<file path="src/rtl/cfg_rx_pkg.sv">
package cfg_rx_pkg;

  typedef enum logic [1:0] {
    ST_HUNT  = 2'd0,
    ST_START = 2'd1,
    ST_SHIFT = 2'd2,
    ST_STOP  = 2'd3
  } rx_state_t;

  // A bit slot is well formed when the falling-edge sample inverts the rising one.
  function automatic logic pair_ok(input logic fall_val, input logic rise_val);
    return fall_val ^ rise_val;
  endfunction

  // The load command keeps data high across both serial-clock edges.
  function automatic logic is_stop(input logic fall_val, input logic rise_val);
    return fall_val & rise_val;
  endfunction

endpackage

</file>
<file path="src/rtl/cfg_rx_sync.sv">
module cfg_rx_sync #(
  parameter int   STAGES  = 2,
  parameter logic RST_VAL = 1'b1
) (
  input  logic clk,
  input  logic rst_n,
  input  logic din,
  output logic level,
  output logic prev
);

  logic [STAGES:0] pipe_q;

  always_ff @(posedge clk or negedge rst_n) begin
    if (!rst_n) begin
      pipe_q <= {(STAGES+1){RST_VAL}};
    end else begin
      pipe_q <= {pipe_q[STAGES-1:0], din};
    end
  end

  assign level = pipe_q[STAGES-1];
  assign prev  = pipe_q[STAGES];

endmodule

</file>
<file path="src/rtl/cfg_rx_wdog.sv">
module cfg_rx_wdog #(
  parameter int LIMIT = 100000
) (
  input  logic clk,
  input  logic rst_n,
  input  logic kick,
  output logic tout
);

  localparam int CW = $clog2(LIMIT + 1);

  logic [CW-1:0] cnt_q;

  always_ff @(posedge clk or negedge rst_n) begin
    if (!rst_n) begin
      cnt_q <= '0;
    end else if (kick) begin
      cnt_q <= '0;
    end else if (cnt_q != CW'(LIMIT)) begin
      cnt_q <= cnt_q + 1'b1;
    end
  end

  // One pulse on the cycle the quiet gap reaches the limit.
  assign tout = !kick && (cnt_q == CW'(LIMIT - 1));

endmodule

</file>
<file path="src/rtl/cfg_rx_unlock.sv">
module cfg_rx_unlock #(
  parameter int MIN_ONES = 5
) (
  input  logic clk,
  input  logic rst_n,
  input  logic clear,
  input  logic sclk_rise,
  input  logic sdat,
  output logic unlock,
  output logic ones_sat
);

  localparam int OW = $clog2(MIN_ONES + 1);

  logic [OW-1:0] ones_q;

  assign ones_sat = (ones_q == OW'(MIN_ONES));
  assign unlock   = !clear && sclk_rise && !sdat && ones_sat;

  always_ff @(posedge clk or negedge rst_n) begin
    if (!rst_n) begin
      ones_q <= '0;
    end else if (clear) begin
      ones_q <= '0;
    end else if (sclk_rise) begin
      if (!sdat) begin
        ones_q <= '0;
      end else if (!ones_sat) begin
        ones_q <= ones_q + 1'b1;
      end
    end
  end

endmodule

</file>
<file path="src/rtl/cfg_rx_frame.sv">
module cfg_rx_frame
  import cfg_rx_pkg::*;
#(
  parameter int WORD_W = 24
) (
  input  logic              clk,
  input  logic              rst_n,
  input  logic              abort,
  input  logic              sclk_rise,
  input  logic              sclk_fall,
  input  logic              sdat,
  input  logic              unlock,
  output logic              locked,
  output logic              frame_err,
  output logic              load,
  output logic [WORD_W-1:0] word
);

  localparam int CNT_W = $clog2(WORD_W + 1);

  rx_state_t         state_q;
  logic              comp_q;
  logic [WORD_W-1:0] sh_q;
  logic [CNT_W-1:0]  cnt_q;
  logic              bit_ok;
  logic              last_bit;

  assign bit_ok   = pair_ok(comp_q, sdat);
  assign last_bit = (cnt_q == CNT_W'(WORD_W - 1));

  always_comb begin
    frame_err = 1'b0;
    load      = 1'b0;
    if (!abort && sclk_rise) begin
      case (state_q)
        ST_START: frame_err = !bit_ok || sdat;
        ST_SHIFT: frame_err = !bit_ok;
        ST_STOP: begin
          load      = is_stop(comp_q, sdat);
          frame_err = !is_stop(comp_q, sdat);
        end
        default: frame_err = 1'b0;
      endcase
    end
  end

  always_ff @(posedge clk or negedge rst_n) begin
    if (!rst_n) begin
      state_q <= ST_HUNT;
      comp_q  <= 1'b0;
      sh_q    <= '0;
      cnt_q   <= '0;
    end else if (abort) begin
      state_q <= ST_HUNT;
      cnt_q   <= '0;
    end else begin
      if (sclk_fall) begin
        comp_q <= sdat;
      end
      case (state_q)
        ST_HUNT: begin
          if (unlock) begin
            state_q <= ST_START;
            cnt_q   <= '0;
          end
        end
        ST_START: begin
          if (sclk_rise) begin
            state_q <= frame_err ? ST_HUNT : ST_SHIFT;
          end
        end
        ST_SHIFT: begin
          if (sclk_rise) begin
            if (frame_err) begin
              state_q <= ST_HUNT;
            end else begin
              sh_q  <= {sdat, sh_q[WORD_W-1:1]};
              cnt_q <= cnt_q + 1'b1;
              if (last_bit) begin
                state_q <= ST_STOP;
              end
            end
          end
        end
        default: begin
          if (sclk_rise) begin
            state_q <= ST_HUNT;
          end
        end
      endcase
    end
  end

  assign locked = (state_q != ST_HUNT);
  assign word   = sh_q;

endmodule

</file>
<file path="src/rtl/cfg_serial_rx.sv">
module cfg_serial_rx #(
  parameter int DATA_W      = 21,
  parameter int ADDR_W      = 3,
  parameter int MIN_ONES    = 5,
  parameter int WDOG_CYCLES = 100000,
  parameter int SYNC_STAGES = 2
) (
  input  logic              clk,
  input  logic              rst_n,
  input  logic              sclk_in,
  input  logic              sdat_in,
  input  logic              pwr_down,
  output logic              wr_stb,
  output logic [ADDR_W-1:0] wr_addr,
  output logic [DATA_W-1:0] wr_data,
  output logic              err_n
);

  localparam int WORD_W = DATA_W + ADDR_W;
  localparam int N_WIRE = 2;

  logic [N_WIRE-1:0] wire_raw;
  logic [N_WIRE-1:0] wire_lvl;
  logic [N_WIRE-1:0] wire_prv;

  assign wire_raw = {sdat_in, sclk_in};

  for (genvar g = 0; g < N_WIRE; g++) begin : g_sync
    cfg_rx_sync #(
      .STAGES  (SYNC_STAGES),
      .RST_VAL (1'b1)
    ) u_sync (
      .clk   (clk),
      .rst_n (rst_n),
      .din   (wire_raw[g]),
      .level (wire_lvl[g]),
      .prev  (wire_prv[g])
    );
  end

  logic sclk_rise;
  logic sclk_fall;
  logic sdat_s;
  logic any_edge;
  logic wdog_tout;
  logic abort;
  logic locked;
  logic unlock_evt;
  logic ones_sat;
  logic frame_err;
  logic load;
  logic [WORD_W-1:0] word;

  assign sclk_rise = wire_lvl[0] & ~wire_prv[0];
  assign sclk_fall = ~wire_lvl[0] & wire_prv[0];
  assign sdat_s    = wire_lvl[1];
  assign any_edge  = |(wire_lvl ^ wire_prv);
  assign abort     = pwr_down | wdog_tout;

  cfg_rx_wdog #(
    .LIMIT (WDOG_CYCLES)
  ) u_wdog (
    .clk   (clk),
    .rst_n (rst_n),
    .kick  (any_edge),
    .tout  (wdog_tout)
  );

  cfg_rx_unlock #(
    .MIN_ONES (MIN_ONES)
  ) u_unlock (
    .clk       (clk),
    .rst_n     (rst_n),
    .clear     (abort | locked),
    .sclk_rise (sclk_rise),
    .sdat      (sdat_s),
    .unlock    (unlock_evt),
    .ones_sat  (ones_sat)
  );

  cfg_rx_frame #(
    .WORD_W (WORD_W)
  ) u_frame (
    .clk       (clk),
    .rst_n     (rst_n),
    .abort     (abort),
    .sclk_rise (sclk_rise),
    .sclk_fall (sclk_fall),
    .sdat      (sdat_s),
    .unlock    (unlock_evt),
    .locked    (locked),
    .frame_err (frame_err),
    .load      (load),
    .word      (word)
  );

  always_ff @(posedge clk or negedge rst_n) begin
    if (!rst_n) begin
      err_n   <= 1'b1;
      wr_stb  <= 1'b0;
      wr_addr <= '0;
      wr_data <= '0;
    end else begin
      wr_stb <= load;
      if (load) begin
        wr_data <= word[DATA_W-1:0];
        wr_addr <= word[WORD_W-1:DATA_W];
      end
      if (frame_err) begin
        err_n <= 1'b0;
      end else if (unlock_evt) begin
        err_n <= 1'b1;
      end
    end
  end

endmodule

</file>
<file path="config.mk">
export PLATFORM = sky130hd
export DESIGN_NAME = cfg_serial_rx
export DESIGN_NICKNAME = d
export VERILOG_FILES = /design/src/rtl/cfg_rx_pkg.sv /design/src/rtl/cfg_rx_sync.sv /design/src/rtl/cfg_rx_wdog.sv /design/src/rtl/cfg_rx_unlock.sv /design/src/rtl/cfg_rx_frame.sv /design/src/rtl/cfg_serial_rx.sv
export SDC_FILE = /design/constraint.sdc
export NUM_CORES = 1
export LEC_CHECK = 0
export BUFFER_PORTS_ARGS = -buffer_cell sky130_fd_sc_hd__buf_4
export CORE_MARGIN = 2
export CORE_UTILIZATION = 55
export DETAILED_ROUTE_END_ITERATION = 16
export PLACE_DENSITY = 0.74
export SYNTH_ARGS = -nofsm -noshare
export SYNTH_HDL_FRONTEND = slang
export SYNTH_SLANG_ARGS = --single-unit
</file>
<file path="constraint.sdc">
create_clock -name clk -period 5.4 [get_ports clk]
set_input_delay 1.08 -clock clk [delete_from_list [all_inputs] [get_ports clk]]
set_output_delay 1.08 -clock clk [all_outputs]
set_load 0.02 [all_outputs]
</file>
==> impl_metrics.ini <==
[yosys]
yosysWarnings = 0
synth_top_family_by_area = multiplexers
synth-compound-area-share_pct = 6.03
synth_ff_type = dfrtp_1
synthArstFlopShare_pct = 100
synth_edf_count = 0
synthCells = 299
synth.area.mux_share_pct = 18.4
ys_seq_area_share_pct = 54.1
avgSynthCellArea_um2 = 13.1
synth_adder_area_share_pct = 2.88
synthesis.nets = 313
synth_cell_types = 41
synth-xor-area-share_pct = 2.92
yosys.area_share.simple_pct = 12.1
netlist_area_um2 = 3900
ys_seq_elements = 84

[layout]
final_net_count = 342
layout_commonest_cell = dfrtp_1
multi_input_area_um2 = 1650
final-seq-area_um2 = 2110
stdcell_count = 429
drive_above_1_share_pct = 32.7
num_antenna_cells = 0
synthToLayoutAreaGrowth_pct = 12.0
fillCellCount = 536
post-route-cell-area_um2 = 4370
mostFrequentLayoutCells = 77 x dfrtp_1, 39 x mux2_4, 32 x buf_4

[worst_setup_path]
reg2regPathDepth = 7
critical_path.slowest_cell = dfstp_2
r2r-start = g_sync[1].u_sync.pipe_q[1]$_DFF_PN1_
crit_family = flip-flops
r2r-end = u_frame.word[3]$_DFFE_PN0P_
start_kind = flip-flop
setup.worst_path.class = reg2reg
crit_buf_inv = 3
worstPathMaxFanout = 24
critPathMaxStageDelay_ns = 0.67
cp.required_ns = 5.64
r2r_slack_ns = 2.89
end_kind = flip-flop
crit_path_frequent_cell = inv_1
critPathArrivalTime_ns = 2.74
worstPathCellList = inv_1 -> ha_1 -> inv_1 -> nand3_1 -> a211oi_4 -> buf_4 -> mux2_2

[sta]
worstMarginPinSlew_ns = 1.03
finalSetupViolCount = 0
finalCritPeriodShare_pct = 46.4
setup_tns_ns = 0
hold_viol = 0
rsz0062_at_grt = false
fin_skew_ns = 0.0119
period_needed_ns = 2.51
timing.fmax_mhz = 399
max_slew_margin_pct = 31.4
slew_violations = 0

[grt]
grt_pass1_vias = 2123
grt_overflow_total = 0
grt_usage_pct = 17.7
grt_pass1_wl_um = 10500
grt_max_degree = 85
antenna_found_initial = 0

[drt]
drt_pass1_iterations = 4
vias_per_cell = 5.40
wl_met2_um = 3040
drtIter0Drc = 97
routed-wl-met3_um = 182
vias = 2317
ant_nets = 0
wl_per_cell_um = 15.1
wl_met1_um = 3260
routed_wl_um = 6490
top_layer_used = met4
remaining_drc_errors = 0

[clock_network]
postCtsHoldBufs = 0
cts_buffer_depth = 2
cts_resized = 0
cts_buffers = 9
path_clk_slew_ns = 0.10
cts_tree = built
clk_latency_ns = 0.36
cts.sinks = 84
cts_setup_buffers = 0
htreeDepth = 3
cts-root-buf = clkbuf_8

[power_and_ir_drop]
power_uw = 1130
p_per_area_nw_per_um2 = 259
p_leak_uw = 0.00201
vdd_drop_max_mv = 0.160

[placement]
io_buffers = 30
gp_congestion = 0.888
placedCellCount = 413
place_area_um2 = 4170
hpwl_um = 4180

[outcome]
run_status = completed

[hold_path]
hold_path_depth = 0
hold_start = g_sync[1].u_sync.pipe_q[0]$_DFF_PN1_
hp-class = reg2reg
holdPathEnd = g_sync[1].u_sync.pipe_q[1]$_DFF_PN1_

[floorplanning]
die-width_um = 88.2
rows = 30
initial_utilization_pct = 57.1
core_area_um2 = 6830
chipHeight_um = 88.2
io_pins = 31
fp.dieArea_um2 = 7790

[job]
cap_violations = 0
-- layout make-up --
cell class              count  share of cell area (%)
inverters                  12                    1.03
clock buffers               9                    2.83
flip-flops and latches     84                    48.3
multi-input cells         189                    37.8
repair buffers             32                    5.50
well taps                  96                    2.75
clock inverters             7                    1.80
-- metal layers --
layer  track usage, %  vias up
met5                0        -
met2             25.8       39
met4             5.37        0
met1             26.4     1149
li1                 -     1127
met3             4.20        2
-- worst register-to-register path: cells and delay by family (launching register included) --
family / cells / cell delay, ns
AOI/OAI and AO/OA: 1 / 0.25
adders and majority gates: 1 / 0.34
buffers and inverters: 3 / 0.57
DFF: 1 / 0.67
muxes: 1 / 0.41
and+or+nand+nor: 1 / 0.16
-- sequential cells by signal, summed over array words and instances (netlist names) --
| name | count |
|---|---|
| u_frame.cnt_q | 5 |
| wr_addr | 3 |
| wr_data | 21 |
| err_n | 1 |
| u_unlock.ones_q | 3 |
| u_frame.word | 24 |
| u_frame.state_q | 2 |
| u_frame.comp_q | 1 |
| g_sync.u_sync.pipe_q | 6 |
| wr_stb | 1 |
| u_wdog.cnt_q | 17 |
-- report_power, final --
group | switching [µW] | internal, µW
clock network | 259 | 185
registers | 6.94 | 637
logic | 31.0 | 14.7
-- synthesized netlist by cell type, types with 3 or more instances --
library cell	n	area [µm²]
nor3_1	6	30.0
clkbuf_1	4	15.0
ha_1	9	113
mux2_4	39	586
xnor2_1	4	35.0
or3_1	5	31.3
dfrtp_1	77	1930
nand2_1	14	52.6
xor2_1	9	78.8
buf_6	5	56.3
mux2_2	10	113
and4_1	4	35.0
nor4_1	4	25.0
nand4_1	7	43.8
nor2_1	13	48.8
dfstp_2	7	184
nand2b_1	3	18.8
buf_2	3	15.0
inv_1	12	45.0
o21ai_0	9	45.0
nand3_1	12	60.1
a21oi_1	14	70.1
-- worst max path at each step --
stage                                              start                      endpoint  slack [ns]  cells after the start
floorplan           g_sync[1].u_sync.pipe_q[1]$_DFF_PN1_  u_frame.word[10]$_DFFE_PN0P_        3.19                      8
global placement    g_sync[1].u_sync.pipe_q[1]$_DFF_PN1_   u_frame.word[0]$_DFFE_PN0P_        3.02                      7
detailed placement  g_sync[1].u_sync.pipe_q[1]$_DFF_PN1_   u_frame.word[3]$_DFFE_PN0P_        2.93                      7
CTS                 g_sync[1].u_sync.pipe_q[1]$_DFF_PN1_   u_frame.word[3]$_DFFE_PN0P_        2.91                      7
global route        g_sync[1].u_sync.pipe_q[1]$_DFF_PN1_   u_frame.word[3]$_DFFE_PN0P_        2.76                      7
finish              g_sync[1].u_sync.pipe_q[1]$_DFF_PN1_   u_frame.word[3]$_DFFE_PN0P_        2.89                      7
-- cell families after synthesis --
logic type	after synthesis
flip-flops	84
AND/OR/NAND/NOR	81
multiplexers	51
AO/OA/AOI/OAI	35
buffers and inverters	26
XOR/XNOR	13
adder cells (fa/ha/maj)	9
-- per-stage QoR --
stage	setup slack, ns	utilization, %	hold WS (ns)
after floorplan	3.19	-	0.345
after global routing	2.76	64.0	0.367
after global placement	3.02	61.0	0.351
after detailed placement	2.93	61.0	0.347
final	2.89	64.0	0.357
after CTS	2.91	64.0	0.358
No activity file was read; power rests on OpenSTA's default activity.
